**src/rtl/lc_energy_pkg.sv**
```systemverilog
package lc_energy_pkg;
  localparam int NPH         = 3;   // phases with zero-crossing strobes
  localparam int MODE_EN_BIT = 0;   // line-cycle accumulation enable
  localparam int MODE_ZX_LSB = 3;   // first phase-enable bit
  localparam int MODE_RR_BIT = 6;   // reset-on-read, ignored in this mode
  localparam int GAIN_FRAC   = 12;  // fractional bits of the gain factor
  localparam int OUT_W       = 16;  // result width
endpackage

```
**src/rtl/lc_scale.sv**
```systemverilog
module lc_scale #(
  parameter  int PW = 24,
  parameter  int CW = 12,
  localparam int SW = PW + 3
) (
  input  logic signed [PW-1:0] sample_i,
  input  logic        [CW-1:0] offset_i,
  input  logic        [CW-1:0] gain_i,
  output logic signed [SW-1:0] scaled_o
);
  localparam int PRW = PW + CW + 3;

  logic signed [PW:0]     sum;
  logic signed [CW+1:0]   factor;
  logic signed [PRW-1:0]  prod;

  // offset is sign-extended to the sample width plus one guard bit
  assign sum    = $signed({sample_i[PW-1], sample_i}) +
                  $signed({{(PW+1-CW){offset_i[CW-1]}}, offset_i});
  // unity plus a signed trim: 2^CW + gain
  assign factor = $signed({2'b01, {CW{1'b0}}}) +
                  $signed({{2{gain_i[CW-1]}}, gain_i});
  assign prod     = PRW'(sum) * PRW'(factor);
  assign scaled_o = SW'(prod >>> CW);
endmodule

```
**src/rtl/lc_zx_window.sv**
```systemverilog
module lc_zx_window #(
  parameter int NP   = 3,
  parameter int CNTW = 16
) (
  input  logic            clk,
  input  logic            rst_n,
  input  logic            en_i,
  input  logic [NP-1:0]   zx_i,
  input  logic [NP-1:0]   mask_i,
  input  logic [CNTW-1:0] count_i,
  output logic [CNTW-1:0] rem_o,
  output logic            active_o,
  output logic            end_o
);
  localparam int HW = $clog2(NP + 1);

  logic [NP-1:0]   hit;
  logic [HW-1:0]   hits;
  logic [CNTW-1:0] load_val;
  logic [CNTW-1:0] rem_eff;
  logic [CNTW-1:0] rem_q;
  logic            active_q;

  for (genvar g = 0; g < NP; g++) begin : g_phase
    assign hit[g] = zx_i[g] & mask_i[g];
  end

  always_comb begin
    hits = '0;
    for (int i = 0; i < NP; i++) hits = hits + HW'(hit[i]);
  end

  assign load_val = (count_i == '0) ? CNTW'(1) : count_i;
  // the first cycle of a window sees the freshly loaded count
  assign rem_eff  = active_q ? rem_q : load_val;
  assign end_o    = en_i && (CNTW'(hits) >= rem_eff);

  always_ff @(posedge clk or negedge rst_n) begin
    if (!rst_n) begin
      active_q <= 1'b0;
      rem_q    <= CNTW'(1);
    end else if (!en_i) begin
      active_q <= 1'b0;
      rem_q    <= load_val;
    end else begin
      active_q <= 1'b1;
      rem_q    <= end_o ? load_val : rem_eff - CNTW'(hits);
    end
  end

  assign rem_o    = rem_q;
  assign active_o = active_q;
endmodule

```
**src/rtl/lc_div_sat.sv**
```systemverilog
module lc_div_sat #(
  parameter int AW = 40,
  parameter int DW = 8,
  parameter int OW = 16
) (
  input  logic signed [AW-1:0] acc_i,
  input  logic        [DW-1:0] div_i,
  output logic signed [OW-1:0] q_o
);
  localparam logic signed [AW-1:0] QMAX = (AW'(1) <<< (OW-1)) - AW'(1);
  localparam logic signed [AW-1:0] QMIN = -QMAX - AW'(1);

  logic signed [AW-1:0] den;
  logic signed [AW-1:0] quot;

  assign den  = (div_i == '0) ? AW'(1) : AW'(div_i);
  assign quot = acc_i / den;

  always_comb begin
    if (quot > QMAX)      q_o = OW'(QMAX);
    else if (quot < QMIN) q_o = OW'(QMIN);
    else                  q_o = OW'(quot);
  end
endmodule

```
**src/rtl/lc_energy_acc.sv**
```systemverilog
module lc_energy_acc
  import lc_energy_pkg::*;
#(
  parameter int PW   = 24,
  parameter int AW   = 40,
  parameter int CNTW = 16,
  parameter int CW   = 12,
  parameter int DW   = 8,
  parameter int MW   = 8
) (
  input  logic                clk,
  input  logic                rst_n,
  input  logic                in_valid,
  output logic                in_ready,
  input  logic [PW-1:0]       in_power,
  input  logic [NPH-1:0]      zx_strobe,
  input  logic [MW-1:0]       mode_cfg,
  input  logic [CNTW-1:0]     cycle_count,
  input  logic [CW-1:0]       power_offset,
  input  logic [CW-1:0]       power_gain,
  input  logic [DW-1:0]       energy_div,
  output logic [OUT_W-1:0]    energy_out,
  output logic                done_pulse
);
  localparam int SW = PW + 3;

  logic                  acc_en;
  logic [NPH-1:0]        zx_mask;
  logic                  take;
  logic signed [SW-1:0]  scaled;
  logic signed [AW-1:0]  acc_q;
  logic signed [AW-1:0]  acc_base;
  logic signed [AW-1:0]  acc_sum;
  logic signed [OUT_W-1:0] quot;
  logic [CNTW-1:0]       rem_q;
  logic                  active_q;
  logic                  win_end;
  logic                  unused_mode_bits;

  assign in_ready = 1'b1;
  assign take     = in_valid & in_ready;
  assign acc_en   = mode_cfg[MODE_EN_BIT];
  assign zx_mask  = mode_cfg[MODE_ZX_LSB +: NPH];
  // reset-on-read (bit 6) and spare bits have no role in this mode
  assign unused_mode_bits = ^{mode_cfg[MW-1:MODE_RR_BIT], mode_cfg[MODE_ZX_LSB-1:1]};

  lc_scale #(.PW(PW), .CW(CW)) u_scale (
    .sample_i (in_power),
    .offset_i (power_offset),
    .gain_i   (power_gain),
    .scaled_o (scaled)
  );

  lc_zx_window #(.NP(NPH), .CNTW(CNTW)) u_win (
    .clk      (clk),
    .rst_n    (rst_n),
    .en_i     (acc_en),
    .zx_i     (zx_strobe),
    .mask_i   (zx_mask),
    .count_i  (cycle_count),
    .rem_o    (rem_q),
    .active_o (active_q),
    .end_o    (win_end)
  );

  assign acc_base = active_q ? acc_q : '0;
  assign acc_sum  = acc_base + (take ? AW'(scaled) : AW'(0));

  lc_div_sat #(.AW(AW), .DW(DW), .OW(OUT_W)) u_div (
    .acc_i (acc_sum),
    .div_i (energy_div),
    .q_o   (quot)
  );

  always_ff @(posedge clk or negedge rst_n) begin
    if (!rst_n) begin
      acc_q      <= '0;
      energy_out <= '0;
      done_pulse <= 1'b0;
    end else begin
      done_pulse <= win_end;
      if (!acc_en) begin
        acc_q <= '0;
      end else if (win_end) begin
        acc_q      <= '0;
        energy_out <= quot;
      end else begin
        acc_q <= acc_sum;
      end
    end
  end
endmodule

```
**config.mk**
```make
export PLATFORM = sky130hd
export DESIGN_NAME = lc_energy_acc
export DESIGN_NICKNAME = d
export VERILOG_FILES = /design/src/rtl/lc_energy_pkg.sv /design/src/rtl/lc_scale.sv /design/src/rtl/lc_zx_window.sv /design/src/rtl/lc_div_sat.sv /design/src/rtl/lc_energy_acc.sv
export SDC_FILE = /design/constraint.sdc
export NUM_CORES = 2
export LEC_CHECK = 0
export ABC_AREA = 0
export ABC_CLOCK_PERIOD_IN_PS = 276500
export BUFFER_PORTS_ARGS = -buffer_cell sky130_fd_sc_hd__buf_2
export CORE_MARGIN = 2
export CORE_UTILIZATION = 60
export CTS_BUF_LIST = sky130_fd_sc_hd__clkbuf_16
export DETAILED_ROUTE_END_ITERATION = 10
export GPL_ROUTABILITY_DRIVEN = 0
export HOLD_SLACK_MARGIN = 0.05
export PLACE_DENSITY = 0.75
export SYNTH_ARGS = -nofsm -noshare
export SYNTH_HDL_FRONTEND = slang
export SYNTH_SLANG_ARGS = --single-unit
```
**constraint.sdc**
```tcl
create_clock -name clk -period 276.5 [get_ports clk]
set_input_delay 27.65 -clock clk [delete_from_list [all_inputs] [get_ports clk]]
set_output_delay 27.65 -clock clk [all_outputs]
set_load 0.03 [all_outputs]
```
==> out/metrics.yaml <==
hold_buffers: 0
root_buffer: "clkbuf_16"
finalCritPeriodShare_pct: 64.53
multiInputGateArea_um2: 44670
totalWireLength_um: 149000
antenna_found_initial: 1
insertion_delay_ps: 390
critPathRequiredTime_ps: 276810
hpwl_um: 120600
clk_pin_slew_ps: 70
cts-resized-gates: 0
dieArea_um2: 84860
antenna_cells: 0
cap_violations: 0
nFillCells: 7611
max_freq_ghz: 0.005604
synth_edf_count: 0
drc: 0
clockBufferDepth: 2
grt_max_degree: 79
status: "finished clean"
dr_total_vias: 51960
timing.rr.end: "energy_out[4]"
cts_sinks: 74
floorplan.rows: 105
ys_ff_latch: 74
fin_crit_ps: 178430
h-tree-depth: 3
crit_path_end: "energy_out[4]"
relSlewSlack_pct: 13.10
via_per_inst: 6.600
setup_viol: 0
cts_setup_buffers: 0
synth_area_leaders: "ha_1 (12%), fa_1 (11%), nor2_1 (5.1%)"
critPathLaunchType: "input pin"
die_w_um: 291.3
netlist.top_cell.by_area: "ha_1"
postSynthCellCount: 6881
drive_gt1_share_pct: 7.482
hold_viol_final: 0
worst_hold_path_type: "flop to flop"
wl_per_cell_um: 18.93
synthToLayoutAreaGrowth_pct: 3.105
rr_startpoint: "u_win.active_o"
postRouteAntennaNets: 0
setup_tns_ps: 0
finClkSkew_ps: 14.53
pin_count: 104
reg2reg_depth: 561
synthArstFlopShare_pct: 100.0
dieHeight_um: 291.3
yosysTopAreaCellShare_pct: 11.90
grt_pass1_wl_um: 246700
end_kind: "flop"
num-nets-final: 7636
regArea_um2: 1854
syn_area_um2: 49530
start_util_pct: 60.52
grt_setup_unrepaired: "false"
grtUsageTotal_pct: 34.33
yosysSeqAreaShare_pct: 3.741
cts-buffers-inserted: 9
cts_tree: "done"
critPathLaunch: "in_power[1]"
cp_common_cell: "o21a_1"
numPortBuffers: 98
avgSynthCellArea_um2: 7.198
overflow: 0
worst_ep_arrival_time_ps: 178740
crit_fanout: 36
dr.first_iter.drc_count: 5055
yosysWarnings: 0
critPathSlowestCell: "nor4_1"
criticalPathCategory: "input pin to flop"
finalMaxSlewViolations: 0
final_common_cell: "nor2_1"
core_um2: 81850
first_pass_iters: 6
worst_pin_slew_ps: 1292
cpPeakStageDelay_ps: 990
ys_types: 148
ys.flop_type: "dfrtp_1"
rrSetupSlack_ps: 134000
grt_pass1_vias: 48430
layout_common_cells: "nor2_1 (668), nand2_1 (605), inv_1 (500)"
synth_nets: 7719
## per-stage QoR
stage	util (%)	hold slack (ps)	cells	worst slack, ps	area (µm²)
5_1_grt	62.39	522.9	7873	87040	51070
3_3_place_gp	62.03	481.2	7857	104060	50770
6_report	62.39	501.5	7873	98070	51070
4_1_cts	62.39	508.7	7873	101330	51070
3_5_place_dp	62.03	491.7	7857	101530	50770
2_1_floorplan	-	629.3	6881	120630	49530
## cells in the mapped netlist, drive strengths merged, types with 38 or more instances
master  instances
a211oi         66
a21o          134
a21oi         408
a31oi          87
and2          264
and3           75
and4           39
buf            83
clkbuf        175
dfrtp          73
fa            281
ha            471
inv           508
mux2           80
mux2i          60
nand2         607
nand2b         91
nand3         163
nand4          96
nor2          677
nor2b          68
nor3          383
nor4          103
o211ai         59
o21a          244
o21ai         322
o21bai         38
o31ai          95
or2            85
or3            78
or4            39
xnor2         258
xor2          149
## metal layers
layer / global-route usage, % / wire [µm] / vias up
li1: - / - / 24840
met1: 48.55 / 66880 / 24490
met2: 54.31 / 65040 / 2286
met3: 4.375 / 12460 / 341
met4: 10.53 / 4642 / 2
met5: 0 / 13 / -
## flip-flops by register name (all words and copies together), names as in the netlist
signal and flops:
done_pulse 1, acc_q 40, u_win.rem_o 16, energy_out 16
u_win.active_o 1
## logic make-up (layout without fill, tap and decap cells)
family | count (synthesis) | count (layout) | synth area share [%]
flops | 74 | 74 | 3.741
compound gates | 1876 | 1876 | 26.37
buf+inv | 769 | 691 | 6.169
fa+ha+maj | 760 | 760 | 23.42
simple gates | 2853 | 2853 | 29.94
other cells | 2 | 2 | 0.01516
mux | 140 | 140 | 3.047
xor+xnor | 407 | 407 | 7.303
## critical path, delay by kind of cell
family / cells / cell delay (ps)
simple gates: 184 / 53220
buf+inv: 36 / 4740
mux: 2 / 700
xor+xnor: 4 / 520
compound gates: 334 / 75440
fa+ha+maj: 50 / 16050
## worst min-delay path by stage
stage / from / endpoint / slack, ps / cells past startpoint
after floorplan: u_win.rem_o[3] / u_win.rem_o[3] / 630 / 3
after global placement: energy_out[4] / energy_out[4] / 480 / 2
after detailed placement: energy_out[4] / energy_out[4] / 490 / 2
after CTS: energy_out[14] / energy_out[14] / 510 / 2
after global routing: energy_out[14] / energy_out[14] / 520 / 2
final: energy_out[14] / energy_out[14] / 500 / 2
## area by class of cell
type / count / share of cell area, %
clock buffer: 9 / 0.4410
timing repair buffer: 164 / 1.936
tap: 1070 / 2.622
sequential: 74 / 3.631
clock inverter: 7 / 0.1495
multi-input combinational: 6038 / 87.47
inverter: 511 / 3.756
Power is not shown: default switching activity piles up to over one toggle a cycle in this logic, so the estimate is an artifact.
